### config.mk
export PLATFORM = sky130hd
export DESIGN_NAME = sar_busy_reader
export DESIGN_NICKNAME = d
export VERILOG_FILES = /design/src/rtl/sar_rd_pkg.sv /design/src/rtl/sar_rd_sync.sv /design/src/rtl/sar_rd_sck.sv /design/src/rtl/sar_rd_shift.sv /design/src/rtl/sar_busy_reader.sv
export SDC_FILE = /design/constraint.sdc
export NUM_CORES = 1
export LEC_CHECK = 0
export CORE_MARGIN = 3
export CORE_UTILIZATION = 60
export DETAILED_ROUTE_END_ITERATION = 6
export DONT_BUFFER_PORTS = 1
export PLACE_DENSITY = 0.76
export SYNTH_ARGS = -nofsm -noshare
export SYNTH_HDL_FRONTEND = slang
export SYNTH_HIERARCHICAL = 1
export SYNTH_SLANG_ARGS = --single-unit
### constraint.sdc
create_clock -name clk_i -period 5.3 [get_ports clk_i]
set_clock_uncertainty 0.05 [all_clocks]
set_input_delay 0 -clock clk_i [delete_from_list [all_inputs] [get_ports clk_i]]
set_output_delay 0 -clock clk_i [all_outputs]
set_load 0.01 [all_outputs]
### src/rtl/sar_rd_pkg.sv
package sar_rd_pkg;

  typedef enum logic [2:0] {
    ST_IDLE,
    ST_SETUP,
    ST_CONV,
    ST_WAIT,
    ST_SHIFT,
    ST_END,
    ST_ACQ
  } rd_state_e;

  function automatic int max_of(input int a, input int b);
    return (a > b) ? a : b;
  endfunction

endpackage

### src/rtl/sar_rd_sync.sv
module sar_rd_sync #(
  parameter int STAGES = 2
) (
  input  logic clk_i,
  input  logic rst_ni,
  input  logic d_i,
  output logic q_o,
  output logic fall_o
);

  logic [STAGES-1:0] pipe_q;
  logic              prev_q;

  always_ff @(posedge clk_i or negedge rst_ni) begin
    if (!rst_ni) begin
      pipe_q <= '0;
      prev_q <= 1'b0;
    end else begin
      pipe_q <= {pipe_q[STAGES-2:0], d_i};
      prev_q <= pipe_q[STAGES-1];
    end
  end

  assign q_o    = pipe_q[STAGES-1];
  // high-to-low only; a low-to-high release never counts
  assign fall_o = prev_q & ~pipe_q[STAGES-1];

endmodule

### src/rtl/sar_rd_sck.sv
module sar_rd_sck #(
  parameter int DIV = 8
) (
  input  logic clk_i,
  input  logic rst_ni,
  input  logic run_i,
  output logic sck_o,
  output logic fall_o
);

  localparam int HALF = DIV / 2;
  localparam int DW   = $clog2(DIV);

  logic [DW-1:0] dc_q;
  logic          sck_q;
  logic          at_mid;
  logic          at_last;

  assign at_mid  = (dc_q == DW'(HALF - 1));
  assign at_last = (dc_q == DW'(DIV - 1));

  always_ff @(posedge clk_i or negedge rst_ni) begin
    if (!rst_ni) begin
      dc_q  <= '0;
      sck_q <= 1'b0;
    end else if (!run_i) begin
      dc_q  <= '0;
      sck_q <= 1'b0;
    end else begin
      dc_q <= at_last ? '0 : dc_q + 1'b1;
      if (at_mid)       sck_q <= 1'b1;
      else if (at_last) sck_q <= 1'b0;
    end
  end

  assign sck_o  = sck_q;
  assign fall_o = run_i & at_last;

endmodule

### src/rtl/sar_rd_shift.sv
module sar_rd_shift #(
  parameter int W = 16
) (
  input  logic         clk_i,
  input  logic         rst_ni,
  input  logic         en_i,
  input  logic         bit_i,
  output logic [W-1:0] word_o
);

  logic [W-1:0] sr_q;

  always_ff @(posedge clk_i or negedge rst_ni) begin
    if (!rst_ni)   sr_q <= '0;
    else if (en_i) sr_q <= {sr_q[W-2:0], bit_i};
  end

  assign word_o = sr_q;

endmodule

### src/rtl/sar_busy_reader.sv
module sar_busy_reader
  import sar_rd_pkg::*;
#(
  parameter int DATA_W      = 16,
  parameter int SCK_DIV     = 8,
  parameter int SETUP_CYC   = 2,
  parameter int SEL_HOLD    = 4,
  parameter int TMO_CYC     = 400,
  parameter int ACQ_CYC     = 16,
  parameter int SYNC_STAGES = 2
) (
  input  logic              clk_i,
  input  logic              rst_ni,
  input  logic              start_i,
  input  logic              sdo_i,
  output logic              cnv_o,
  output logic              sel_o,
  output logic              sck_o,
  output logic [DATA_W-1:0] data_o,
  output logic              valid_o,
  output logic              busy_o,
  output logic              timeout_o
);

  localparam int HALF = SCK_DIV / 2;
  localparam int CMAX = max_of(max_of(SETUP_CYC, SEL_HOLD),
                               max_of(max_of(TMO_CYC, ACQ_CYC), HALF));
  localparam int CW   = $clog2(CMAX + 1);
  localparam int FW   = $clog2(DATA_W + 1);

  rd_state_e st_q;
  logic [CW-1:0] cnt_q;
  logic [FW-1:0] fc_q;
  logic valid_q, tmo_q;
  logic sdo_s, eoc_fall, sck_fall, sck_run, cap;

  sar_rd_sync #(.STAGES(SYNC_STAGES)) u_sync (
    .clk_i (clk_i),
    .rst_ni(rst_ni),
    .d_i   (sdo_i),
    .q_o   (sdo_s),
    .fall_o(eoc_fall)
  );

  assign sck_run = (st_q == ST_SHIFT);

  sar_rd_sck #(.DIV(SCK_DIV)) u_sck (
    .clk_i (clk_i),
    .rst_ni(rst_ni),
    .run_i (sck_run),
    .sck_o (sck_o),
    .fall_o(sck_fall)
  );

  // first falling edge launches the MSB; capture on edges 2..DATA_W+1
  assign cap = sck_run & sck_fall & (fc_q != '0);

  sar_rd_shift #(.W(DATA_W)) u_shift (
    .clk_i (clk_i),
    .rst_ni(rst_ni),
    .en_i  (cap),
    .bit_i (sdo_s),
    .word_o(data_o)
  );

  always_ff @(posedge clk_i or negedge rst_ni) begin
    if (!rst_ni) begin
      st_q    <= ST_IDLE;
      cnt_q   <= '0;
      fc_q    <= '0;
      valid_q <= 1'b0;
      tmo_q   <= 1'b0;
    end else begin
      valid_q <= 1'b0;
      tmo_q   <= 1'b0;
      unique case (st_q)
        ST_IDLE: begin
          fc_q <= '0;
          if (start_i) begin
            st_q  <= ST_SETUP;
            cnt_q <= CW'(SETUP_CYC - 1);
          end
        end
        ST_SETUP: begin
          if (cnt_q == '0) begin
            st_q  <= ST_CONV;
            cnt_q <= CW'(SEL_HOLD - 1);
          end else cnt_q <= cnt_q - 1'b1;
        end
        ST_CONV: begin
          if (cnt_q == '0) begin
            st_q  <= ST_WAIT;
            cnt_q <= CW'(TMO_CYC - 1);
          end else cnt_q <= cnt_q - 1'b1;
        end
        ST_WAIT: begin
          if (eoc_fall) begin
            st_q <= ST_SHIFT;
          end else if (cnt_q == '0) begin
            st_q  <= ST_ACQ;
            cnt_q <= CW'(ACQ_CYC - 1);
            tmo_q <= 1'b1;
          end else cnt_q <= cnt_q - 1'b1;
        end
        ST_SHIFT: begin
          if (sck_fall) begin
            if (fc_q == FW'(DATA_W)) begin
              st_q    <= ST_END;
              cnt_q   <= CW'(HALF - 1);
              valid_q <= 1'b1;
            end else fc_q <= fc_q + 1'b1;
          end
        end
        ST_END: begin
          if (cnt_q == '0) begin
            st_q  <= ST_ACQ;
            cnt_q <= CW'(ACQ_CYC - 1);
          end else cnt_q <= cnt_q - 1'b1;
        end
        ST_ACQ: begin
          if (cnt_q == '0) st_q <= ST_IDLE;
          else             cnt_q <= cnt_q - 1'b1;
        end
        default: st_q <= ST_IDLE;
      endcase
    end
  end

  always_comb begin
    sel_o  = (st_q == ST_SETUP) || (st_q == ST_CONV) || (st_q == ST_END);
    cnv_o  = (st_q == ST_CONV) || (st_q == ST_WAIT) ||
             (st_q == ST_SHIFT) || (st_q == ST_END);
    busy_o = (st_q == ST_SETUP) || (st_q == ST_CONV) ||
             (st_q == ST_WAIT) || (st_q == ST_SHIFT);
  end

  assign valid_o   = valid_q;
  assign timeout_o = tmo_q;

  assert_sel_at_cnv_rise_R1: assert property (@(posedge clk_i) disable iff (!rst_ni)
    $rose(cnv_o) |-> sel_o);

  assert_sck_sel_low_R2: assert property (@(posedge clk_i) disable iff (!rst_ni)
    sck_o |-> (!sel_o && cnv_o));

  assert_sck_idle_R5: assert property (@(posedge clk_i) disable iff (!rst_ni)
    !cnv_o |-> !sck_o);

  assert_valid_pulse_R7: assert property (@(posedge clk_i) disable iff (!rst_ni)
    valid_o |=> !valid_o);

  assert_busy_drop_R7: assert property (@(posedge clk_i) disable iff (!rst_ni)
    $fell(busy_o) |-> (valid_o || timeout_o));

  assert_tmo_abort_R9: assert property (@(posedge clk_i) disable iff (!rst_ni)
    timeout_o |-> (!cnv_o && !busy_o && !valid_o));

endmodule

==> impl_metrics.tcl, run 1 <==
set metrics [dict create \
    worstSetupStartpoint "st_q[2]" \
    ys_warn_count 6 \
    core_area_um2 3440 \
    postLayoutCellArea_um2 2350 \
    clk_latency_ns 0.29 \
    syn_avg_cell_area_um2 11.3 \
    start_kind "flop" \
    grt_pass1_vias 1460 \
    cts-root-buf "clkbuf_8" \
    initial_core_util_pct 64.2 \
    outcome "finished, final reports clean" \
    cellLeakagePower_uw 0.00105 \
    worstMarginPinSlew_ns 1.12 \
    io_pins 26 \
    place_ws_ns 2.09 \
    area_growth_pct 6.46 \
    grtUsageTotal_pct 21.2 \
    die_h_um 66.7 \
    yosysTopAreaCellShare_pct 47.6 \
    layout-drive-gt1-share_pct 19.6 \
    ys_seq_elements 42 \
    wirelength_um 4110 \
    antenna_left 0 \
    fillers 249 \
    crit_chain "inv_1, nor2_1, and2_2, nand2_1, a31oi_2, mux2_2" \
    grt_start_max_net_pins 43 \
    cp-end-kind "flop" \
    path_class "flop to flop" \
    post_cts.resized_instances 0 \
    hold_ws_ns 0.109 \
    grt_first_pass_wirelength_um 6960 \
    arrival_ns 3.33 \
    syn-num-nets 206 \
    fin_crit_ns 3.20 \
    path_max_fanout 17 \
    cts_tree "built" \
    hpwl_um 3030 \
    hold_viol_final 0 \
    synthesis.area_um2 2210 \
    antenna_found_initial 0 \
    relSlewSlack_pct 25.1 \
    yosys.area.top_type "dfrtp_1" \
    critPathSlowestCell "a31oi_2" \
    synth_cell_types 51 \
    ys_seq_area_share_pct 47.6 \
    die_w_um 66.7 \
    synth_edf_count 0 \
    finalWorstSetupSlack_ns 2.10 \
    yosys-top-cells-count "42 x dfrtp_1, 14 x nor2_1, 13 x nand2_1" \
    portBuffers 0 \
    power_density_nw_per_um2 398 \
    numCtsBuffers 5 \
    rows 21 \
    clk_pin_slew_ns 0.08 \
    max-vdd-ir-drop_mv 0.248 \
    cp.required_ns 5.43 \
    die_area_um2 4440 \
    cts_max_path_buffers 2 \
    synth_most_common_cell "dfrtp_1" \
    yosys-top-cells-area "dfrtp_1 48%, mux2_4 6.8%, ha_1 4.0%" \
    ys_async_sr_fraction_pct 100 \
    slew_viol_final 0 \
    setup_viol 0 \
    placed_area_um2 2220 \
    vias_per_cell 6.03 \
    min_path_type "input pin to async pin" \
    wl_per_cell_um 16.8 \
    gp_congestion 0.814 \
    worst_r2r_startpoint "st_q[2]" \
    max_stage_delay_ns 0.89 \
    nets 209 \
    via_count 1477 \
    htree_num_levels 2 \
    synth_ff_type "dfrtp_1" \
    drtIter0Drc 67 \
    fmax_ghz 0.313 \
    fin_setup_tns_ns 0 \
    clock_sinks 42 \
    post-route-drc-count 0 \
    antenna_cells 0 \
    timing.final.crit_share_pct 60.4 \
    grt_overflow 0 \
    dr.pass1.iters 4 \
    syn_inst 195 \
    rsz0062_at_grt "false" \
    cap_violations 0 \
]
-- power breakdown --
part / internal [µW] / leakage [µW] / switching [µW] / total (µW)
sequential: 361 / 0.000559 / 74.9 / 436
combinational: 131 / 0.000446 / 167 / 299
clock: 92.4 / 0.0000441 / 109 / 201
total: 585 / 0.00105 / 351 / 936
-- flip-flops by register name, summed over array words and instances (netlist names) --
name,count
u_sync/prev_q,1
u_sck/dc_q,3
cnt_q,9
valid_o,1
u_shift/word_o,16
st_q,3
u_sync/pipe_q,2
u_sck/sck_o,1
timeout_o,1
fc_q,5
-- cells in the final DEF (no fill, tap or decap), types with 2 or more instances in the layout --
| cell type | count |
|---|---|
| mux2i_1 | 2 |
| nor2b_1 | 3 |
| a21oi_1 | 6 |
| nor4_1 | 3 |
| mux2_4 | 10 |
| o21ai_0 | 4 |
| dlygate4sd3_1 | 2 |
| a21boi_0 | 2 |
| a211oi_1 | 3 |
| inv_1 | 10 |
| ha_1 | 7 |
| nand2_1 | 13 |
| clkbuf_8 | 5 |
| xor2_1 | 3 |
| o21a_1 | 3 |
| nor2_1 | 14 |
| o21bai_1 | 2 |
| o211ai_1 | 2 |
| mux2_1 | 2 |
| dfrtp_1 | 42 |
| mux2_2 | 6 |
| o31ai_1 | 3 |
| xnor2_1 | 5 |
| a21oi_2 | 2 |
| a21o_1 | 3 |
| nand2b_1 | 4 |
| o22ai_1 | 2 |
| nor3_1 | 3 |
| nand3_1 | 9 |
-- critical path, delay by kind of cell (launching register included) --
kind / cells / cell delay (ns)
and+or+nand+nor: 3 / 0.75
DFF: 1 / 0.71
AOI/OAI and AO/OA: 1 / 0.89
buffers and inverters: 1 / 0.27
muxes: 1 / 0.43
-- logic make-up after synthesis --
logic type | after synthesis | synth area share [%]
fa+ha+maj | 7 | 3.97
mux | 20 | 11.8
simple gates | 62 | 15.8
buf+inv | 17 | 4.02
compound gates | 39 | 13.7
flops | 42 | 47.6
xor+xnor | 8 | 3.17
-- layer usage --
layer | vias up | part of all wire, % | global-route usage [%]
li1 | 696 | - | -
met1 | 733 | 42 | 25.8
met2 | 40 | 52 | 35.4
met3 | 8 | 4.7 | 6.24
met4 | 0 | 1.2 | 7.61
met5 | - | 0 | 0
-- what timing repair did --
action,CTS,global route
hold endpoints to repair,43,0
hold buffers,3,0
setup buffers,0,0
-- through the flow --
| step | total power, µW | utilization [%] | cells |
|---|---|---|---|
| after floorplan | 666 | - | 195 |
| after global placement | 712 | 64.5 | 234 |
| after detailed placement | 730 | 64.5 | 234 |
| after CTS | 944 | 68.3 | 245 |
| after global routing | 996 | 68.3 | 245 |
| final | 936 | 68.3 | 245 |
-- cell type report --
| type | instances | area [µm²] | area share [%] |
|---|---|---|---|
| repair buffers | 3 | 40.0 | 1.70 |
| inverters | 10 | 37.5 | 1.60 |
| clock inverters | 3 | 21.3 | 0.905 |
| clock buffers | 5 | 68.8 | 2.93 |
| well taps | 46 | 57.6 | 2.45 |
| flip-flops and latches | 42 | 1050 | 44.7 |
| multi-input cells | 136 | 1070 | 45.7 |
-- final timing paths --
check | to | depth (start not counted) | slack, ns
max in group asynchronous | st_q[1] | 2 | 4.89
max reg2reg | u_shift/word_o[15] | 6 | 2.10
min in group clk_i | st_q[0] | 3 | 0.21
max | u_shift/word_o[15] | 6 | 2.10
min | cnt_q[7] | 2 | 0.11
min reg2reg | u_sync/pipe_q[1] | 0 | 0.31
Power figures use the tool's default switching activity.
==> run 2: changes to the inputs <==
==> constraint.sdc (replaced) <==
create_clock -name clk_i -period 3.14 [get_ports clk_i]
set_clock_uncertainty 0.05 [all_clocks]
set_input_delay 0 -clock clk_i [delete_from_list [all_inputs] [get_ports clk_i]]
set_output_delay 0 -clock clk_i [all_outputs]
set_load 0.01 [all_outputs]
==> impl_metrics.tcl, run 2 (synthesis gave the netlist of run 1 again) <==
set metrics [dict create \
    path_class "flop to flop" \
    post_cts_buffers 0 \
    io_pins 26 \
    combPwrFrac_pct 34.5 \
    postLayoutCellArea_um2 2400 \
    cts-root-buf "clkbuf_8" \
    start_kind "flop" \
    antenna_cells 0 \
    fin_util_pct 69.8 \
    grtUsageTotal_pct 21.2 \
    cp-end-kind "flop" \
    grt_overflow 0 \
    dr.pass1.iters 4 \
    rows 21 \
    fin_crit_ns 2.44 \
    relSlewSlack_pct 60.0 \
    clock_power_share_pct 24.8 \
    r2r-end "cnt_q[8]" \
    top_usage_layer "met2" \
    area_growth_pct 8.73 \
    slew_viol_final 0 \
    outcome "finished, final reports clean" \
    fillers 254 \
    post-route-drc-count 0 \
    clock_sinks 42 \
    cellLeakagePower_uw 0.00108 \
    multi_input_area_um2 1070 \
    finalWorstSetupSlack_ns 0.701 \
    largest_register_ffs 16 \
    cts_tree "built" \
    post_cts.resized_instances 0 \
    grt_start_max_net_pins 43 \
    gp_congestion 0.903 \
    worst_r2r_startpoint "st_q[1]" \
    seq_power_share_pct 40.7 \
    use_met1_pct 25.6 \
    switching_share_pct 35.6 \
    min_path_type "input pin to async pin" \
    via_count 1489 \
    arrival_ns 2.57 \
    wl_per_cell_um 16.9 \
    vias_per_cell 5.98 \
    grtUsageMet3_pct 5.23 \
    hold_ws_ns 0.105 \
    wirelength_um 4210 \
    path_max_fanout 9 \
    placed_area_um2 2250 \
    rsz0062_at_grt "false" \
    numCtsBuffers 5 \
    nets 213 \
    core_area_um2 3440 \
    setup_viol 0 \
    clk_pin_slew_ns 0.08 \
    layout-drive-gt1-share_pct 20.7 \
    p_int_uw 1080 \
    fin_setup_tns_ns 0 \
    drtIter0Drc 65 \
    final_cell_mix "42 x dfrtp_1, 14 x nor2_1, 13 x nand2_1" \
    antenna_found_initial 0 \
    grt_use_met2_pct 34.7 \
    hold_viol_final 0 \
    fmax_ghz 0.410 \
    power_density_nw_per_um2 701 \
    die_area_um2 4440 \
    portBuffers 0 \
    hpwl_um 3100 \
    antenna_left 0 \
    clk_latency_ns 0.29 \
    htree_num_levels 2 \
    grt_pass1_vias 1520 \
    place_ws_ns 0.714 \
    max-vdd-ir-drop_mv 0.390 \
    ff2ff_path_depth 6 \
    layout_commonest_cell "dfrtp_1" \
    die_h_um 66.7 \
    cp.required_ns 3.27 \
    cap_violations 0 \
    initial_core_util_pct 64.2 \
    grt_first_pass_wirelength_um 7050 \
    cts_max_path_buffers 2 \
    timing.final.crit_share_pct 77.7 \
    die_w_um 66.7 \
    ff2ff_setup_slack_ns 0.70 \
    worstMarginPinSlew_ns 0.594 \
    switching_power_uw 598 \
    regArea_um2 1050 \
]
[run 2: changes by cell type in the layout (fill, tap and decap cells not counted)]
cell	before	now
buf_4	0	4
clkinv_2	1	0
clkbuf_1	0	1
bufinv_16	0	1
clkinv_4	1	0
[run 2: how the worst max path moves through the flow]
| stage | slack, ns | cells after the start | end | from |
|---|---|---|---|---|
| 2_1_floorplan | 0.83 | 9 | u_shift/word_o[10] | st_q[1] |
| 3_3_place_gp | 0.82 | 7 | u_shift/word_o[13] | st_q[1] |
| 3_5_place_dp | 0.71 | 7 | u_shift/word_o[15] | st_q[1] |
| 4_1_cts | 0.71 | 7 | u_shift/word_o[0] | st_q[1] |
| 5_1_grt | 0.53 | 8 | u_shift/word_o[2] | st_q[2] |
| 6_report | 0.70 | 6 | cnt_q[8] | st_q[1] |
[run 2: metrics by stage]
| stage | power, µW | cells |
|---|---|---|
| final | 1680 | 249 |
| after global routing | 1780 | 249 |
| after CTS | 1690 | 249 |
| after global placement | 1220 | 238 |
| after floorplan | 1120 | 195 |
| after detailed placement | 1250 | 238 |
[run 2: layout make-up]
cell class / count / area share (%)
Clock buffer: 6 / 3.02
Clock inverter: 2 / 1.56
Inverter: 10 / 1.56
Multi-Input combinational cell: 136 / 44.8
Sequential cell: 42 / 43.8
Tap cell: 46 / 2.40
Timing Repair Buffer: 7 / 2.92
[run 2: repair_timing]
item / CTS / global route
endpoints found under the setup margin: 0 / 0
hold endpoints to repair: 43 / 0
hold buffers: 3 / 0
[run 2: worst max-delay path, stage by stage, from the launching register on]
cell and delay (ns):
dfrtp_1 0.37, or2_2 0.36, nor2_1 0.31, and2_2 0.30, a311oi_4 0.15, a21oi_2 0.43, mux2_1 0.37
[run 2: layer usage]
metal	part of all wire, %	vias to the layer above
li1	-	706
met1	41	742
met2	52	30
met3	4.0	11
met4	2.7	0
met5	0	-
[run 2: power groups by stage]
stage	clock (µW)	sequential, µW	combinational, µW
after floorplan	0	677	447
after global placement	0	687	536
after detailed placement	0	695	558
after CTS	431	684	579
after global routing	448	694	640
final	416	685	580
